[config.mk]
export PLATFORM = sky130hd
export DESIGN_NAME = psw_swap_unit
export DESIGN_NICKNAME = d
export VERILOG_FILES = /design/src/rtl/psw_swap_pkg.sv /design/src/rtl/psw_pend_bank.sv /design/src/rtl/psw_prio_pick.sv /design/src/rtl/psw_slot_addr.sv /design/src/rtl/psw_swap_unit.sv
export SDC_FILE = /design/constraint.sdc
export NUM_CORES = 1
export LEC_CHECK = 0
export CELL_PAD_IN_SITES_DETAIL_PLACEMENT = 1
export CELL_PAD_IN_SITES_GLOBAL_PLACEMENT = 1
export CORE_ASPECT_RATIO = 1.4
export CORE_MARGIN = 4
export CORE_UTILIZATION = 33
export DETAILED_ROUTE_END_ITERATION = 16
export PLACE_DENSITY = 0.95
export SETUP_SLACK_MARGIN = 0.5
export SLEW_MARGIN = 20
export SYNTH_ARGS = -nofsm -noshare
export SYNTH_HDL_FRONTEND = slang
export SYNTH_SLANG_ARGS = --single-unit
[constraint.sdc]
create_clock -name clk -period 4.95 [get_ports clk]
set_clock_uncertainty 0.2 [all_clocks]
set_input_delay 0.99 -clock clk [delete_from_list [all_inputs] [get_ports clk]]
set_output_delay 0.99 -clock clk [all_outputs]
set_load 0.03 [all_outputs]
[src/rtl/psw_swap_pkg.sv]
package psw_swap_pkg;

  typedef enum logic [2:0] {
    ST_IDLE,
    ST_WR_LO,
    ST_WR_HI,
    ST_RD_LO,
    ST_RD_HI,
    ST_LOAD,
    ST_CHECK
  } swap_state_e;

endpackage

[src/rtl/psw_pend_bank.sv]
module psw_pend_bank #(
  parameter int N = 5
) (
  input  logic         clk,
  input  logic         rst,
  input  logic [N-1:0] set_i,
  input  logic [N-1:0] clr_i,
  output logic [N-1:0] pend_o
);

  for (genvar i = 0; i < N; i++) begin : g_bit
    always_ff @(posedge clk) begin
      if (rst)           pend_o[i] <= 1'b0;
      else if (set_i[i]) pend_o[i] <= 1'b1;
      else if (clr_i[i]) pend_o[i] <= 1'b0;
    end

    AST_PEND_HOLD: assert property (@(posedge clk) disable iff (rst)
      (pend_o[i] && !clr_i[i]) |=> pend_o[i]);
    AST_PEND_CAPTURE: assert property (@(posedge clk) disable iff (rst)
      set_i[i] |=> pend_o[i]);
  end

endmodule

[src/rtl/psw_prio_pick.sv]
module psw_prio_pick #(
  parameter int N = 5,
  localparam int IDX_W = (N > 1) ? $clog2(N) : 1
) (
  input  logic [N-1:0]     req_i,
  output logic             any_o,
  output logic [IDX_W-1:0] idx_o
);

  always_comb begin
    any_o = |req_i;
    idx_o = '0;
    for (int i = N - 1; i >= 0; i--) begin
      if (req_i[i]) idx_o = IDX_W'(i);
    end
  end

endmodule

[src/rtl/psw_slot_addr.sv]
module psw_slot_addr #(
  parameter int MEM_AW      = 16,
  parameter int SLOT_BASE   = 0,
  parameter int SLOT_STRIDE = 16,
  parameter int WORD_BYTES  = 4,
  parameter int CLS_W       = 3
) (
  input  logic [CLS_W-1:0]  cls_i,
  input  logic              new_i,
  input  logic              hi_i,
  output logic [MEM_AW-1:0] addr_o
);

  localparam logic [MEM_AW-1:0] BASE_A   = MEM_AW'(SLOT_BASE);
  localparam logic [MEM_AW-1:0] STRIDE_A = MEM_AW'(SLOT_STRIDE);
  localparam logic [MEM_AW-1:0] NEW_OFS  = MEM_AW'(SLOT_STRIDE / 2);
  localparam logic [MEM_AW-1:0] HI_OFS   = MEM_AW'(WORD_BYTES);

  always_comb begin
    addr_o = BASE_A + MEM_AW'(cls_i) * STRIDE_A;
    if (new_i) addr_o = addr_o + NEW_OFS;
    if (hi_i)  addr_o = addr_o + HI_OFS;
  end

endmodule

[src/rtl/psw_swap_unit.sv]
module psw_swap_unit
  import psw_swap_pkg::*;
#(
  parameter int NCLS        = 5,
  parameter int WORD_W      = 32,
  parameter int MEM_AW      = 16,
  parameter int SLOT_BASE   = 0,
  parameter int SLOT_STRIDE = 16,
  parameter logic [WORD_W-1:0] RESET_IA = 'h100
) (
  input  logic                  clk,
  input  logic                  rst,
  input  logic [NCLS-1:0]       irq_req,
  input  logic                  fault_req,
  input  logic                  insn_bnd,
  input  logic                  ld_psw_valid,
  input  logic [2*WORD_W-1:0]   ld_psw_data,
  output logic [MEM_AW-1:0]     mem_addr,
  output logic                  mem_wr,
  output logic [WORD_W-1:0]     mem_wdata,
  output logic                  mem_rd,
  input  logic [WORD_W-1:0]     mem_rdata,
  output logic [2*WORD_W-1:0]   cur_psw,
  output logic                  stall
);

  localparam int PSW_W      = 2 * WORD_W;
  localparam int NSLOT      = NCLS + 1;
  localparam int CLS_W      = $clog2(NSLOT);
  localparam int PICK_W     = (NCLS > 1) ? $clog2(NCLS) : 1;
  localparam int WORD_BYTES = WORD_W / 8;
  localparam logic [CLS_W-1:0]  FAULT_CLS = CLS_W'(NCLS);
  localparam logic [MEM_AW-1:0] FAULT_OLD = MEM_AW'(SLOT_BASE + NCLS * SLOT_STRIDE);

  swap_state_e        state_q;
  logic [CLS_W-1:0]   sel_q;
  logic [PSW_W-1:0]   psw_q;
  logic [WORD_W-1:0]  lo_q;
  logic               fault_pend_q;

  logic [NCLS-1:0]    pend;
  logic [NCLS-1:0]    clr_ext;
  logic [NCLS-1:0]    enabled;
  logic [NCLS-1:0]    mask;
  logic               pick_any;
  logic [PICK_W-1:0]  pick_idx;
  logic               want_swap;
  logic [CLS_W-1:0]   next_cls;
  logic               bnd_idle;
  logic               slot_new;
  logic               slot_hi;

  // pending state
  always_comb begin
    clr_ext = '0;
    if (state_q == ST_WR_HI && sel_q != FAULT_CLS) clr_ext[sel_q] = 1'b1;
  end

  psw_pend_bank #(.N(NCLS)) u_pend (
    .clk    (clk),
    .rst    (rst),
    .set_i  (irq_req),
    .clr_i  (clr_ext),
    .pend_o (pend)
  );

  always_ff @(posedge clk) begin
    if (rst)                                           fault_pend_q <= 1'b0;
    else if (fault_req)                                fault_pend_q <= 1'b1;
    else if (state_q == ST_WR_HI && sel_q == FAULT_CLS) fault_pend_q <= 1'b0;
  end

  // mask gating and tie-break
  assign mask    = psw_q[WORD_W +: NCLS];
  assign enabled = pend & mask;

  psw_prio_pick #(.N(NCLS)) u_pick (
    .req_i (enabled),
    .any_o (pick_any),
    .idx_o (pick_idx)
  );

  assign want_swap = fault_pend_q || pick_any;
  assign next_cls  = fault_pend_q ? FAULT_CLS : CLS_W'(pick_idx);
  assign bnd_idle  = (state_q == ST_IDLE) && insn_bnd;

  // exchange sequencer
  always_ff @(posedge clk) begin
    if (rst) begin
      state_q <= ST_IDLE;
      sel_q   <= '0;
      psw_q   <= {{WORD_W{1'b0}}, RESET_IA};
      lo_q    <= '0;
    end else begin
      unique case (state_q)
        ST_IDLE: begin
          if (insn_bnd && ld_psw_valid) begin
            psw_q   <= ld_psw_data;
            state_q <= ST_CHECK;
          end else if (insn_bnd && want_swap) begin
            sel_q   <= next_cls;
            state_q <= ST_WR_LO;
          end
        end
        ST_WR_LO: state_q <= ST_WR_HI;
        ST_WR_HI: state_q <= ST_RD_LO;
        ST_RD_LO: state_q <= ST_RD_HI;
        ST_RD_HI: begin
          lo_q    <= mem_rdata;
          state_q <= ST_LOAD;
        end
        ST_LOAD: begin
          psw_q   <= {mem_rdata, lo_q};
          state_q <= ST_CHECK;
        end
        ST_CHECK: begin
          if (want_swap) begin
            sel_q   <= next_cls;
            state_q <= ST_WR_LO;
          end else begin
            state_q <= ST_IDLE;
          end
        end
        default: state_q <= ST_IDLE;
      endcase
    end
  end

  // memory port decode from registered state
  assign slot_new = (state_q == ST_RD_LO) || (state_q == ST_RD_HI);
  assign slot_hi  = (state_q == ST_WR_HI) || (state_q == ST_RD_HI);

  psw_slot_addr #(
    .MEM_AW      (MEM_AW),
    .SLOT_BASE   (SLOT_BASE),
    .SLOT_STRIDE (SLOT_STRIDE),
    .WORD_BYTES  (WORD_BYTES),
    .CLS_W       (CLS_W)
  ) u_addr (
    .cls_i  (sel_q),
    .new_i  (slot_new),
    .hi_i   (slot_hi),
    .addr_o (mem_addr)
  );

  assign mem_wr    = (state_q == ST_WR_LO) || (state_q == ST_WR_HI);
  assign mem_rd    = slot_new;
  assign mem_wdata = !mem_wr ? '0 :
                     (state_q == ST_WR_HI) ? psw_q[PSW_W-1:WORD_W] : psw_q[WORD_W-1:0];
  assign cur_psw   = psw_q;
  assign stall     = (state_q != ST_IDLE);

  // checks
  AST_PORT_EXCLUSIVE: assert property (@(posedge clk) disable iff (rst)
    !(mem_wr && mem_rd));
  AST_HI_AFTER_LO: assert property (@(posedge clk) disable iff (rst)
    (state_q == ST_WR_LO) |=> (mem_wr && mem_addr == $past(mem_addr) + MEM_AW'(WORD_BYTES)));
  AST_SAVED_ENABLED: assert property (@(posedge clk) disable iff (rst)
    (state_q == ST_WR_LO && sel_q != FAULT_CLS) |-> cur_psw[WORD_W + int'(sel_q)]);
  AST_BOUNDARY_ONLY: assert property (@(posedge clk) disable iff (rst)
    (state_q == ST_IDLE && !insn_bnd) |=> !stall);
  AST_FAULT_FIRST: assert property (@(posedge clk) disable iff (rst)
    (bnd_idle && !ld_psw_valid && fault_pend_q) |=> (mem_wr && mem_addr == FAULT_OLD));
  AST_NO_GAP: assert property (@(posedge clk) disable iff (rst)
    (state_q == ST_CHECK && want_swap) |=> mem_wr);
  AST_PSW_HELD: assert property (@(posedge clk) disable iff (rst)
    (state_q != ST_LOAD && !(bnd_idle && ld_psw_valid)) |=> $stable(cur_psw));

endmodule

==> metrics.txt <==
CTS Buf Count=9; FILL cells=about 1,800; Syn Inst Count=627; static leakage=2.98 nW; Post-DRT Antenna Nets=0; area share of the largest cell type after synthesis=0.419; synthesized flop and latch total=approximately 110; Iter 0 DRT Violations=157; CP max stage delay=roughly 690 ps; FP Rows=53; largest buffer count on any clock path=2; Net Sw Power=roughly 0.00098 W; routed via count=approximately 5,200; Max Slew Vio Count=0; largest net degree at the start of global routing=74; hold_buf cts=0; area grow syn2layout=45.9%; fraction of layout instances using a drive strength above 1=0.0447; Reg area=between 2000 and 2500 sq um; Worst Path Required=3760 ps; Multi-input gate area=2640 sq um; Worst path slowest cell=clkdlybuf4s50_1; die area=~18,000 sq um; Worst VDD drop=around 0.24 mV; CP cell instances=xor2_1 -> nand2b_1 -> buf_4 -> a21oi_1 -> clkdlybuf4s50_1; crit path buf inv count=2; Yosys top cell by area=dfxtp_1; grt total ovfl=0; vias in the first global route=~5,600; synth top area cells=dfxtp_1 42%, mux2i_1 12%, nand2_1 9.9%; Async SR Flop Fraction=0; synthesized area=roughly 5200 sq um; Gate power share=0.342; CP Capture Type=primary output; EDFF count, synth=0; clk_lat worst skew=350 ps; initial antenna violation count=2; gpl congestion=between 0.8 and 0.9; Top-Level Pins=approximately 220; Synth Flop Type=dfxtp_1; status=completed; P_int=approximately 0.0017 W; Tot GR Track Use=0.210; Setup Crit Path Kind=flip-flop to primary output; CP top delay family=buffers and inverters; Sum Neg Setup Slack=0 ps; CTS tree=built; Switching Share=0.366; fin nets=907; Initial DRT Pass Iterations=4; arrival time at the worst endpoint=~2900 ps; Hold Path Class=flip-flop to flip-flop; DRC Markers=0; # port buffers=~210; Max Fclk=roughly 250 MHz; DPL Wire Length=approximately 14,000 um; Horiz. Die Dim=between 100 and 150 um; core footprint=approximately 15,000 sq um; final worst slack=about 870 ps; Seq pwr share=0.395; final setup fails=0; sequential area share after synthesis=0.419; worst relative slew slack=0.448; RSZ-0062 raised after global routing=false; Resize count post-CTS=0; actual slew at the worst max-slew pin=~830 ps; Setup WS pre-CTS=988 ps; fin crit period=around 4100 ps; WL per Instance=around 19 um; worst-path fanout max=19; Max Cap Viol=0; Clock transition at path regs=around 80 ps; first-pass GRT wire length=between 20,000 and 30,000 um; syn avg cell area=slightly above 8 sq um; Initial Utilization=0.340; type of origin of the critical path=flip-flop; PwrDens=355 nW/um^2; clk sinks=about 110; Routed Wire Length=18,700 um; Max H-tree Level=3; Die Ht=156 um; Final Core Density=0.496; setup bufs post-CTS=0; Clock power frac=0.263; fin crit share=0.824; worst reg2reg setup slack=2070 ps; Final Hold Viols=0; Netlist cell types=39; yosys warns=0; Root Driver=clkbuf_16; vias per std cell=around 5.2
-- synth_stat cells (2+ instances only) --
master and instances:
nand2_1 136, dfxtp_1 108, nor2_1 75, a21oi_1 74, a211oi_1 64, mux2i_1 64, clkbuf_1 27, buf_4 18
buf_2 11, buf_6 7, inv_1 5, clkbuf_4 4, a211oi_2 2, a31oi_1 2, nand2b_1 2, nand3b_1 2
nand4_1 2, o41ai_1 2, or4_1 2
-- registers in the layout (all words and copies together) (netlist names) --
name and flops:
lo_q 32, state_q 3, fault_pend_q 1, cur_psw 64, sel_q 3, u_pend.pend_o 5
-- power groups by stage --
| stage | combinational (W) | sequential [W] | clock [W] |
|---|---|---|---|
| after floorplan | 0.000433 | 0.00117 | 0 |
| after global placement | 0.000895 | 0.00107 | 0 |
| after detailed placement | 0.000922 | 0.00107 | 0 |
| after CTS | 0.000925 | 0.00106 | 0.000720 |
| after global routing | 0.000984 | 0.00107 | 0.000759 |
| final | 0.000914 | 0.00105 | 0.000703 |
-- final timing paths --
check                                        startpoint                      end  cells after the start
worst max register to register  state_q[1]$_SDFFE_PP0P_  cur_psw[8]$_SDFFE_PP1P_                      6
worst max-delay path            state_q[0]$_SDFFE_PP0P_             mem_wdata[0]                      5
worst min-delay path              lo_q[21]$_SDFFE_PP0N_    lo_q[21]$_SDFFE_PP0N_                      2
worst min register to register    lo_q[21]$_SDFFE_PP0N_    lo_q[21]$_SDFFE_PP0N_                      2
-- tightest hold or removal path, stage by stage, from the launching register on --
cell and delay (ps):
dfxtp_1 310, nand2_1 50, a21oi_1 50
-- cell type report --
class | count | share of cell area
Tap cell | 192 | 0.0319
Timing Repair Buffer | 220 | 0.290
Sequential cell | 108 | 0.287
Multi-Input combinational cell | 457 | 0.350
Antenna cell | 1 | 0.000332
Clock buffer | 10 | 0.0317
Clock inverter | 6 | 0.00615
Inverter | 5 | 0.00249
-- layer usage --
layer	part of all wire	global-route usage	vias up	wire length, um
li1	-	-	2492	-
met1	0.37	0.220	2493	6940
met2	0.56	0.407	137	10400
met3	0.033	0.0252	38	617
met4	0.039	0.0985	2	723
met5	0.00070	0	-	13
-- cells in the final DEF, fill, tap and decap left out, drive strengths merged --
cell / n
diode: 1
or4: 2
clkinv: 1
conb: 11
clkbuf: 10
dfxtp: 108
nor2b: 1
clkdlybuf4s50: 208
o21ai: 2
nand2: 136
or4b: 1
inv: 8
mux2i: 64
o31ai: 1
o41ai: 2
nand3b: 2
a222oi: 1
a221oi: 2
a32o: 1
buf: 12
a211oi: 66
or3: 1
nor3b: 2
a22oi: 1
nand4: 2
a31o: 1
xor2: 1
clkinvlp: 2
or3b: 1
mux2: 1
nor2: 75
a31oi: 2
nand2b: 2
a21oi: 74
o21bai: 1
and2: 1
-- through the flow --
stage | std cells | instance area [sq um] | power (W) | hold slack (ps)
floorplan | 637 | 5200 | 0.00161 | 232
detailed placement | 982 | 7240 | 0.00200 | 247
finish | 999 | 7530 | 0.00267 | 256
CTS | 998 | 7530 | 0.00270 | 257
global placement | 982 | 7240 | 0.00196 | 242
global route | 999 | 7530 | 0.00281 | 287
-- cells by family after synthesis --
kind of cell / Yosys count / synth area share
AND/OR/NAND/NOR: 226 / 0.177
buffers and inverters: 72 / 0.0812
XOR/XNOR: 1 / 0.00170
other: 1 / 0.000727
multiplexers: 65 / 0.126
AO/OA/AOI/OAI: 154 / 0.194
flip-flops: 108 / 0.419
Power figures use the tool's default switching activity.
